[config.mk]
export PLATFORM = sky130hd
export DESIGN_NAME = ft4_node
export DESIGN_NICKNAME = d
export VERILOG_FILES = /design/src/rtl/ft4_node.sv
export SDC_FILE = /design/constraint.sdc
export NUM_CORES = 1
export LEC_CHECK = 0
export CAP_MARGIN = 20
export CELL_PAD_IN_SITES_DETAIL_PLACEMENT = 0
export CELL_PAD_IN_SITES_GLOBAL_PLACEMENT = 1
export CORE_ASPECT_RATIO = 1.75
export CORE_MARGIN = 1.5
export CORE_UTILIZATION = 37
export DETAILED_ROUTE_END_ITERATION = 7
export PLACE_DENSITY = 0.76
export SLEW_MARGIN = 20
export SYNTH_ARGS = -nofsm -noshare
export SYNTH_HDL_FRONTEND = slang
export SYNTH_SLANG_ARGS = --single-unit
[constraint.sdc]
create_clock -name clk -period 2.53 [get_ports clk]
set_input_delay 0.3795 -clock clk [delete_from_list [all_inputs] [get_ports clk]]
set_output_delay 0.3795 -clock clk [all_outputs]
set_load 0.01 [all_outputs]
[src/rtl/ft4_node.sv]
module ft4_node #(
  parameter int SYNC_STAGES = 2
) (
  input  logic       clk,
  input  logic       rst_n,
  input  logic [3:0] line_in,
  output logic [3:0] line_out,
  input  logic       take_lead,
  input  logic       tx_valid,
  input  logic       tx_bit,
  input  logic       tx_last,
  output logic       tx_ready,
  output logic       rx_valid,
  output logic       rx_bit,
  output logic       leading,
  output logic       proto_err
);

  typedef enum logic [1:0] {S_REST, S_BOTH, S_WAIT} st_t;

  function automatic logic [3:0] onehot(input logic [1:0] i);
    return 4'b0001 << i;
  endfunction

  logic [SYNC_STAGES-1:0][3:0] sync_q;
  logic [3:0] sb;
  logic [1:0] cur_q, prev_q, dest_q, lo, hi;
  logic       last_q, lead_q, err_q;
  logic [3:0] drv_q;
  st_t        st_q;

  always_ff @(posedge clk or negedge rst_n)
    if (!rst_n) sync_q <= {SYNC_STAGES{4'b0001}};
    else        sync_q <= {sync_q[SYNC_STAGES-2:0], line_in};

  assign sb = sync_q[SYNC_STAGES-1];

  always_comb begin
    logic found;
    found = 1'b0;
    lo = 2'd0;
    hi = 2'd0;
    for (int i = 0; i < 4; i++) begin
      if (i[1:0] != cur_q && i[1:0] != prev_q) begin
        if (!found) lo = i[1:0];
        hi = i[1:0];
        found = 1'b1;
      end
    end
  end

  always_ff @(posedge clk or negedge rst_n) begin
    if (!rst_n) begin
      cur_q    <= 2'd0;
      prev_q   <= 2'd3;
      dest_q   <= 2'd0;
      drv_q    <= 4'b0001;
      st_q     <= S_REST;
      lead_q   <= 1'b0;
      last_q   <= 1'b0;
      err_q    <= 1'b0;
      rx_valid <= 1'b0;
      rx_bit   <= 1'b0;
    end else begin
      rx_valid <= 1'b0;
      case (st_q)
        S_REST: begin
          if (lead_q) begin
            if (tx_valid) begin
              dest_q <= tx_bit ? hi : lo;
              drv_q  <= onehot(cur_q) | onehot(tx_bit ? hi : lo);
              last_q <= tx_last;
              st_q   <= S_BOTH;
            end
          end else if (sb[prev_q]) begin
            err_q <= 1'b1;
          end else if (take_lead) begin
            lead_q <= 1'b1;
          end else if (sb[lo] || sb[hi]) begin
            dest_q   <= sb[lo] ? lo : hi;
            drv_q    <= onehot(cur_q) | onehot(sb[lo] ? lo : hi);
            rx_valid <= 1'b1;
            rx_bit   <= !sb[lo];
            st_q     <= S_BOTH;
          end
        end
        S_BOTH: begin
          drv_q  <= onehot(dest_q);
          prev_q <= cur_q;
          cur_q  <= dest_q;
          st_q   <= S_WAIT;
          if (last_q) begin
            lead_q <= 1'b0;
            last_q <= 1'b0;
          end
        end
        default: begin
          if (!sb[prev_q]) st_q <= S_REST;
        end
      endcase
    end
  end

  assign line_out  = drv_q;
  assign leading   = lead_q;
  assign proto_err = err_q;
  assign tx_ready  = lead_q && (st_q == S_REST);

  a_r1_never_silent: assert property (@(posedge clk) disable iff (!rst_n)
    line_out != 4'b0000);
  a_r3_no_prev_drive: assert property (@(posedge clk) disable iff (!rst_n)
    !line_out[prev_q]);
  a_r2_keep_new: assert property (@(posedge clk) disable iff (!rst_n)
    ($countones(line_out) == 2) |=>
      ($countones(line_out) == 1 && ((line_out & $past(line_out)) == line_out)));
  a_r4_ready_at_rest: assert property (@(posedge clk) disable iff (!rst_n)
    tx_ready |-> ($countones(line_out) == 1));
  a_r5_rx_single: assert property (@(posedge clk) disable iff (!rst_n)
    rx_valid |=> !rx_valid);
  a_r5_rx_follower: assert property (@(posedge clk) disable iff (!rst_n)
    rx_valid |-> !leading);
  a_r7_err_sticky: assert property (@(posedge clk) disable iff (!rst_n)
    proto_err |=> proto_err);

endmodule

== Word level (Yosys, flattened, before mapping) ==
Cells that the tools add are included.

* Magnitude comparators: 3
* Eq/ne operators: 18
* Shift operators: 4
* Muxes and demuxes: 51
* Bitwise gates (word level): 5
* Reductions and logical operators: 19

{| class="wikitable"
|+ Operators with widths
! operator !! number
|-
| 2-bit 2-to-1 mux || 19
|-
| 1-bit 2-to-1 mux || 20
|-
| 4-bit 2-to-1 mux || 5
|-
| 5-bit AND reduction || 4
|-
| 1-bit by 2-bit left shift with 4-bit output (first input constant) || 4
|-
| 3-bit != test (second input constant) || 4
|-
| 2-bit != test (second input constant) || 5
|-
| 2-bit by 3-bit less-than comparator with 1-bit output (second input constant) || 3
|-
| 2-bit != test (first input constant) || 4
|-
| 4-bit OR || 2
|-
| 4-bit one-hot mux with 2 select lines || 1
|-
| 2-bit nonzero test || 4
|-
| 1-bit binary-select mux with 2-bit select || 3
|-
| 3-bit AND reduction || 2
|-
| 1-bit logical AND || 5
|-
| 1-bit by 2-bit != test with 1-bit output (first input constant) || 2
|-
| 1-bit one-hot mux with 2 select lines || 2
|-
| 2-bit one-hot mux with 2 select lines || 1
|-
| 3-bit by 1-bit != test with 1-bit output (second input constant) || 1
|-
| 1-bit NOT || 3
|-
| 2-bit by 1-bit equality test with 1-bit output (second input constant) || 1
|-
| 2-bit logical NOT || 1
|-
| 2-bit by 1-bit != test with 1-bit output (second input constant) || 1
|-
| 2-bit AND reduction || 1
|-
| other kinds (2) || 2
|}

* Register bits after elaboration: 25
* Bits of input ports: 10
* Output and inout bits: 9

== Logic depth before layout (Yosys ltp) ==
Gate-level depths: netlist of run 1.

* Word-level depth: 19
* Depth in mapped cells: 7
* Mapped depth without buffers: 6

== Worst setup path before layout of run 1 ==
OpenSTA, ideal clock, no wires.

* Kind: reg-to-reg
* Start: register prev_q[0]
* End: register drv_q[3], in the netlist line_out[3]
* Arrival time: 2317 ps
* Required time: 2410 ps
* Path slack: 93 ps
* Stages on the path, launching flop included: 8
* Period minus slack after synthesis: 2437 ps
* Cells stage by stage: dfstp_2 -> buf_4 -> nor2_1 -> or3_1 -> a31o_1 -> o41ai_4 -> mux2_1 -> a31o_1

* Longest elaborated chain between the ends: 19

{| class="wikitable"
|+ RTL lines
! item !! line !! source
|-
| from (decl) || 27 || <nowiki>logic [1:0] cur_q, prev_q, dest_q, lo, hi;</nowiki>
|-
| from (signal assigned) || 89 || <nowiki>prev_q <= cur_q;</nowiki>
|-
| 2-bit nonzero test || 44 || <nowiki>if (i[1:0] != cur_q && i[1:0] != prev_q) begin</nowiki>
|-
| 1-bit logical AND || 44 ||
|-
| 1-bit 2-to-1 mux || 44 ||
|-
| 1-bit 2-to-1 mux || 45 || <nowiki>if (!found) lo = i[1:0];</nowiki>
|-
| 1-bit 2-to-1 mux || 44 ||
|-
| 2-bit 2-to-1 mux || 45 ||
|-
| 2-bit 2-to-1 mux || 44 ||
|-
| 2-bit 2-to-1 mux || 45 ||
|-
| [... 3 more ...] || - ||
|-
| 2-bit 2-to-1 mux || 81 || <nowiki>drv_q <= onehot(cur_q) | onehot(sb[lo] ? lo : hi);</nowiki>
|-
| 1-bit by 2-bit left shift with 4-bit output || 22 || <nowiki>return 4'b0001 << i;</nowiki>
|-
| 4-bit OR || 81 ||
|-
| 4-bit 2-to-1 mux || 79 || <nowiki>end else if (sb[lo] || sb[hi]) begin</nowiki>
|-
| 4-bit 2-to-1 mux || 77 || <nowiki>end else if (take_lead) begin</nowiki>
|-
| 4-bit 2-to-1 mux || 75 || <nowiki>end else if (sb[prev_q]) begin</nowiki>
|-
| 4-bit 2-to-1 mux || 68 || <nowiki>if (lead_q) begin</nowiki>
|-
| 4-bit one-hot mux with 2 select lines || 66 || <nowiki>case (st_q)</nowiki>
|-
| to (signal assigned) || 71 || <nowiki>drv_q <= onehot(cur_q) | onehot(tx_bit ? hi : lo);</nowiki>
|-
| to (signal assigned) || 81 ||
|-
| to (signal assigned) || 88 || <nowiki>drv_q <= onehot(dest_q);</nowiki>
|-
| to (decl) || 29 || <nowiki>logic [3:0] drv_q;</nowiki>
|}

Parallel ways exist; a longest one is shown, timed or not. The select of a mux whose other input is x is not followed.
A chain may end at the register's enable or synchronous reset.

== Final worst setup path of run 1 ==
* Start: register prev_q[1]
* End: register drv_q[3], in the netlist line_out[3]

Same word-level chain as after synthesis.

==> impl.org, run 1 <==
** Die
- Num rows :: 28
- The die covers 3950 um^2.
- In this run the count of I/O pins placed on the die edge is 19.
- The floorplan step defined a core boundary enclosing 3400 um^2.
- From bottom edge to top edge, the die measures 82.1 um.
- Starting Density :: 0.389
- X dimension of the die :: 48.2 um

** Layout
- The final layout contains 162 nets.
- Number of inserted filler cells in the final layout :: 333
- The top cell types in the final layout, fill and taps aside, are sky130_fd_sc_hd__dfrtp_1, sky130_fd_sc_hd__clkdlybuf4s50_1, sky130_fd_sc_hd__nand2_1.
- Total inserted antenna cells :: 0
- Commonest non-fill, non-tap cell in the layout :: sky130_fd_sc_hd__dfrtp_1
- The sequential cells in the finished layout cover a total of 632 um^2.
- The finished cells cover 1630 um^2.
- The multi-input combinational cells in the finished layout cover a total of 631 um^2.
- Fraction of final layout cells with drive strength greater than 1 :: 0.179
- Relative to the synthesized area, the layout overhead comes to 23.5%.
- Measured on the finished design, the core utilization comes to 0.480.

** Drt
- Iter 0 DRT Violations :: 20
- The routed design has 2.90 mm of wire.
- After detailed routing, the average wire length per cell comes to 14.8 um.
- Number of remaining DRC errors :: 0
- Router iterations before antenna repair :: 4
- Using the TritonRoute via totals, the vias-per-cell ratio works out to 5.42.
- Count of antenna-violating nets left after detailed routing :: 0
- Total via count after detailed routing :: 1063

** Critical path
- The critical path starts at prev_q[1].
- Depth of the worst register-to-register path :: 6
- Largest stage delay, worst path :: 610 ps
- The endpoint identified for the worst register-to-register timing path is line_out[3].
- Together, buffers and inverters on the worst path number 0.
- Number of stages on the worst setup path :: 6
- In this run the critical register-to-register path is launched from prev_q[1].
- In this run the register-to-register setup slack is 140 ps.
- STA classifies the critical path startpoint as a flop.
- STA puts the critical path data arrival time at 2560 ps.
- Kind of cell adding the most delay to the critical path :: compound AO/OA/AOI/OAI gates
- Critical-path top delay cell :: sky130_fd_sc_hd__dfstp_2
- STA classifies the critical path endpoint as a flop.
- Data required time of the worst path :: 2700 ps
- Crit Path Max Fanout :: 9
- Critical Path End :: line_out[3]
- Traced cell by cell, the critical path runs through or2b_1 -> a32oi_1 -> a221oi_1 -> o41ai_4 -> mux2_1 -> a31o_1.
- The worst setup path is of the reg -> reg kind.

** Logic synthesis
- Number of flops mapped to enable cells by yosys :: 0
- Yosys warnings :: 0
- Dividing the synthesized area by the synthesized cell count gives 10.4 um^2.
- Counting every instance in the synthesized netlist gives 127.
- Leading register cell type out of synthesis :: sky130_fd_sc_hd__dfrtp_1
- The synthesized netlist occupies a cell area of 1320 um^2.
- Unique masters post-synth :: 49
- Sequential fraction of the synthesis area :: 0.478
- Mapped Nets :: 137
- Count of state elements after synthesis :: 25
- Counting flops with an async set or reset pin after synthesis yields a share of 1.00.

** Global route
- The via count of the first global-routing pass came to 1077.
- Wire length of the first global-routing pass :: 4.99 mm
- For this run the aggregate overflow at the end of global routing stands at 0.
- For this run, the total global-route usage over all layers was measured as 0.176.
- Pin count of the biggest net entering global routing :: 26
- Antenna violations before repair :: 0

** Placed design
- Weighted congestion reported at the end of routability-driven placement :: 0.948
- Port buffering added 18 buffers.
- Before CTS, the worst setup slack after placement is 58.8 ps.
- The wire-length estimate of the detail-placed layout is 2.24 mm.
- Summing all placed instances gives a cell area of 1580 um^2.

** STA
- Summed over all failing endpoints, the final setup total negative slack is 0 ps.
- Max-slew violation count :: 0
- Unrepaired setup endpoints after global routing :: no
- For the pin with the worst max-slew slack, the measured transition is 673 ps.
- The worst pin sits at a relative slew slack of 0.550.
- Worst clock skew :: 1.62 ps
- Max Clock Freq :: 0.419 GHz
- The worst path meets setup with 143 ps of slack.
- Setup violations remaining at the end of the flow were counted as 0.
- The smallest clock period supported by the final layout is computed as 2390 ps.
- Final hold vios :: 0
- Dividing the final minimum period by the clock period gives 0.944.

** Power and ir drop
- After layout, the design draws a total of 2.11 mW.
- Leakage power figure :: 0.661 nW
- Peak VDD IR :: 0.588 mV
- In this run the power density over the cells is 1290 nW/um^2.

** CTS
- Num CTS Buffers :: 3
- In this run the deepest clock path goes through 2 buffers.
- Number of clock sinks seen by CTS :: 25
- Hold repair after CTS inserted 0 buffers.
- In this run the clock root is driven by a sky130_fd_sc_hd__clkbuf_8.
- TritonCTS built the clock tree.
- After clock tree synthesis, the clock-pin slew on the worst setup and hold paths is 90 ps.
- CTS built an H-tree with a depth of 1.
- Worst skew pair latency :: 270 ps

** Min path
- Worst hold path class :: reg -> reg

** Flow run
- Max-cap check violation count :: 0

** Status
- The flow ran to the end, and the final reports show no timing, DRC or antenna violations.
==> through the flow <==
| step | std cells | hold slack [ps] |
|---|---|---|
| after floorplan | 127 | 83.9 |
| after global placement | 191 | 334 |
| after detailed placement | 191 | 336 |
| after CTS | 195 | 357 |
| after global routing | 196 | 370 |
| final | 196 | 354 |
==> report_power, final <==
| group | switching, mW | internal, mW |
|---|---|---|
| registers | 0.167 | 0.551 |
| clock network | 0.127 | 0.112 |
| logic | 0.576 | 0.575 |
| total | 0.869 | 1.24 |
==> Yosys cell counts, types with 4 or more instances <==
cell type,instances,area [um^2]
sky130_fd_sc_hd__nor2_1,7,26.3
sky130_fd_sc_hd__nand2b_1,4,25.0
sky130_fd_sc_hd__nor2b_1,4,25.0
sky130_fd_sc_hd__dfstp_2,5,131
sky130_fd_sc_hd__nor3_1,7,35.0
sky130_fd_sc_hd__a21oi_1,5,25.0
sky130_fd_sc_hd__nand2_1,13,48.8
sky130_fd_sc_hd__nor3b_1,5,37.5
sky130_fd_sc_hd__dfrtp_1,20,500
sky130_fd_sc_hd__o21ai_0,5,25.0
==> final cells by class <==
cell class | count | share of cell area
Tap cell | 45 | 0.0345
Multi-Input combinational cell | 92 | 0.387
Sequential cell | 25 | 0.387
Timing Repair Buffer | 27 | 0.152
Clock buffer | 3 | 0.0253
Inverter | 3 | 0.00997
Clock inverter | 1 | 0.00460
==> logic make-up after synthesis <==
logic type	Yosys count	share of synthesized area
buf+inv	10	0.0445
flops	25	0.478
xor+xnor	1	0.00663
simple gates	52	0.212
compound gates	34	0.207
mux	5	0.0511
==> per-layer routing <==
layer | global-route usage | vias to the layer above | share of wire
met3 | 0.0242 | 5 | 0.019
met2 | 0.295 | 17 | 0.56
met1 | 0.219 | 525 | 0.40
met5 | 0 | - | 0
met4 | 0.0676 | 0 | 0.017
li1 | - | 516 | -
==> worst min path at each step <==
| stage | start | endpoint | slack, ps | cells after the start |
|---|---|---|---|---|
| finish | sync_q[3] | sb[3] | 350 | 0 |
| global route | sync_q[1] | sb[1] | 370 | 0 |
| CTS | sync_q[3] | sb[3] | 360 | 0 |
| detailed placement | sync_q[3] | sb[3] | 340 | 0 |
| global placement | sync_q[2] | sb[2] | 330 | 0 |
| floorplan | rst_n | cur_q[0] | 80 | 0 |
==> timing repair <==
action                     CTS  global route
resized for setup            0             0
setup endpoints to repair    0             5
buffers inserted             0             1
==> state kept, by name, indices dropped and copies added (netlist names) <==
| register | count |
|---|---|
| dest_q | 2 |
| cur_q | 2 |
| rx_bit | 1 |
| sync_q | 4 |
| rx_valid | 1 |
| proto_err | 1 |
| last_q | 1 |
| sb | 4 |
| line_out | 4 |
| leading | 1 |
| st_q | 2 |
| prev_q | 2 |
Power figures use the tool's default switching activity.
==> run 2: changes to the inputs <==
--- a/config.mk
+++ b/config.mk
@@ -12,7 +12,7 @@
 export CORE_MARGIN = 1.5
 export CORE_UTILIZATION = 37
 export DETAILED_ROUTE_END_ITERATION = 7
-export PLACE_DENSITY = 0.76
+export PLACE_DENSITY_LB_ADDON = 0.1
 export SLEW_MARGIN = 20
 export SYNTH_ARGS = -nofsm -noshare
 export SYNTH_HDL_FRONTEND = slang
==> impl.org, run 2 (synthesis results as in run 1) <==
** Power and ir drop
- Final Total Pwr :: 2.16 mW (+2.7%)
- Net switching power of the design :: 905 uW (+4.1%)
- The design internal power came to 1.26 mW (+1.7%).
- Peak VDD IR :: 0.513 mV (-13%)
- Fraction of power spent switching nets :: 0.418 (+0.00578)
- Leakage power figure :: 0.676 nW (+2.3%)
- The share of total power in the clock network is 0.109 (-0.004).
- Combinational Power Share :: 0.560 (+0.014)
- Sequential fraction of design power :: 0.331 (-0.009)
- Ratio of total power to cell area :: 1310 nW/um^2 (+1.2%)

** Drt
- Count of antenna-violating nets left after detailed routing :: 0 (unchanged)
- The number of DRC markers after the initial detailed-route iteration is 15 (-25%).
- The mean routed wirelength per cell is 15.9 um (+7.4%).
- Total via count after detailed routing :: 1072 (+0.85%)
- The per-cell via count in the routed design came to 5.41 (-0.17%).
- Total length of routed wires :: 3.14 mm (+8.5%)
- The detailed-route DRC error count is 0 (unchanged).
- The number of search-and-repair iterations in the first detailed-routing pass was 4 (unchanged).

** Placed design
- The count of input and output buffers is 18 (unchanged).
- The post-placement setup slack is 34.1 ps (-24.7 ps).
- The final weighted congestion in routability-driven placement was 0.896 (-5.4%).
- Half-perimeter wire length of the detailed placement result :: 2.32 mm (+3.5%)

** Critical path
- STA classifies the critical path endpoint as a flop.
- Kind of cell adding the most delay to the critical path :: compound AO/OA/AOI/OAI gates
- STA classifies the critical path startpoint as a flop.
- The required time at the worst-slack endpoint came to 2730 ps (+30 ps).
- Worst r2r dst :: line_out[0]
- In this run the critical register-to-register path is launched from prev_q[1].
- Chain of cells forming the critical path :: buf_4 -> and2b_1 -> o221ai_1 -> a31o_1 -> o41ai_4 -> buf_4 -> or3_1 -> o211ai_1
- Critical-path top delay cell :: sky130_fd_sc_hd__dfstp_2
- R2r setup slk :: 100 ps (-40 ps)
- The maximum single-stage delay on the critical path is 590 ps (-20 ps).
- Arrival time at the worst endpoint :: 2620 ps (+60 ps)
- Counting stages on the worst path, the most repeated cell is sky130_fd_sc_hd__buf_4.
- Depth of the worst register-to-register path :: 8 (+2)
- The worst setup path is of the reg -> reg kind.
- The worst path buffer plus inverter count is 2 (+2).
- The maximum fanout along the worst path was 7 (-2).

** Global route
- The combined global-route utilization of all metal layers was 0.186 (+0.0102).
- Wire length of the first global-routing pass :: 5.20 mm (+4.1%)
- The via count of the first global-routing pass is 1066 (-1.0%).
- The maximum number of pins on one net before global-route repair was 26 (unchanged).
- Antenna violations before repair :: 0 (unchanged)
- The leftover overflow at the end of global routing was 0 (unchanged).

** STA
- Setup TNS after final layout :: 0 ps (unchanged)
- Worst clock skew :: 6.37 ps (+4.75 ps)
- Post-Route Hold Slack :: 353 ps (-0.808 ps)
- Max-slew violation count :: 0 (unchanged)
- The top achievable clock speed was 0.412 GHz (-1.6%).
- The post-route worst setup slack is 104 ps (-38.4 ps).
- The period utilization was 0.959 (+0.0152).
- The transition time at the pin with the least slew margin was 558 ps (-115 ps).
- Headroom to the max-slew limit :: 0.626 (+0.0761)
- Unrepaired setup endpoints after global routing :: no
- The number of setup violations in the final report came to 0 (unchanged).
- Final hold vios :: 0 (unchanged)
- Crit path time final :: 2430 ps (+38.4 ps)

** Die
- The area enclosed by the die boundary was 3950 um^2 (unchanged).
- The starting utilization of the core area was 0.389 (unchanged).
- The I/O pin total came to 19 (unchanged).
- Overall die height :: 82.1 um (unchanged)
- Core Footprint :: 3400 um^2 (unchanged)
- The floorplan row count is 28 (unchanged).
- X dimension of the die :: 48.2 um (unchanged)

** Min path
- Worst hold path class :: reg -> reg
- The number of cells on the worst hold path was 0 (unchanged).
- Hold Path Sink :: sb[3]
- HP Start :: sync_q[3]

** Flow run
- The number of max-capacitance violations reported was 0 (unchanged).

** CTS
- Num CTS Buffers :: 3 (unchanged)
- The clock insertion delay at the later pin of the skew report is 270 ps (about the same).
- Max Root-Sink Buffers :: 2 (unchanged)
- The clock transition time at the flip-flop clock pins of the worst setup and hold paths was 90 ps (about the same).
- CTS H-tree depth :: 1 (unchanged)
- In this run the clock root is driven by a sky130_fd_sc_hd__clkbuf_8.
- Clock tree from TritonCTS :: yes
- Number of hold buffers added after cts :: 0 (unchanged)
- Number of clock sinks seen by CTS :: 25 (unchanged)

** Status
- Outcome :: complete, no violations

** Layout
- Number of inserted filler cells in the final layout :: 329 (-1.2%)
- Commonest non-fill, non-tap cells in the layout :: sky130_fd_sc_hd__dfrtp_1, sky130_fd_sc_hd__clkdlybuf4s50_1, sky130_fd_sc_hd__nand2_1
- Final #Nets :: 164 (+1.2%)
- The area growth from synthesis to layout is 25.3%.
- The fraction of final layout cells with drive strength greater than 1 was 0.203 (+0.0238).
- The library cell used most frequently in the layout, excluding fill and tap cells, is sky130_fd_sc_hd__dfrtp_1.
- Total inserted antenna cells :: 0 (unchanged)
## run 2: how the worst max path moves through the flow
stage,startpoint,to,depth (start not counted)
5_1_grt,prev_q[1],line_out[0],8
2_1_floorplan,prev_q[0],line_out[3],7
3_5_place_dp,prev_q[0],line_out[3],6
4_1_cts,prev_q[0],line_out[3],6
3_3_place_gp,prev_q[0],line_out[3],6
6_report,prev_q[1],line_out[0],8
## run 2: layer usage
metal  vias up  routed length (um)  global-route usage  part of all wire
met2        25                1700               0.312              0.54
met1       522                1290               0.228              0.41
met3         7                  85              0.0220             0.027
li1        518                   -                   -                 -
met4         0                  76              0.0811             0.024
met5         -                   0                   0                 0
## run 2: layout make-up
cell class	instances	area (um^2)	area share
Multi-Input combinational cell	92	644	0.389
Sequential cell	25	632	0.382
Timing Repair Buffer	29	260	0.157
Tap cell	45	56.3	0.0340
Clock buffer	3	41.3	0.0249
Inverter	3	16.3	0.00983
Clock inverter	1	5.00	0.00302
## run 2: stage by stage
stage,util,instances,cell area [um^2]
after floorplan,-,127,1320
after global placement,0.468,193,1590
after detailed placement,0.468,193,1590
after CTS,0.482,197,1640
after global routing,0.487,198,1660
final,0.487,198,1660
## run 2: what timing repair did
action	CTS	global route
buffers inserted	0	1
endpoints found under the setup margin	0	6
resized for setup	0	2
hold endpoints to repair	0	0
## run 2: worst reg2reg max path: stages, from the launching register on
cell and delay (ps):
sky130_fd_sc_hd__dfstp_2 590, sky130_fd_sc_hd__buf_4 170, sky130_fd_sc_hd__and2b_1 180, sky130_fd_sc_hd__o221ai_1 340, sky130_fd_sc_hd__a31o_1 280, sky130_fd_sc_hd__o41ai_4 130, sky130_fd_sc_hd__buf_4 170, sky130_fd_sc_hd__or3_1 330
sky130_fd_sc_hd__o211ai_1 170
## run 2: power groups by stage
stage / Sequential [mW] / Combinational [mW] / Clock (mW)
final: 0.716 / 1.21 / 0.237
after global routing: 0.742 / 1.33 / 0.265
after CTS: 0.721 / 1.19 / 0.250
after floorplan: 0.656 / 0.814 / 0
after global placement: 0.719 / 1.17 / 0
after detailed placement: 0.728 / 1.18 / 0
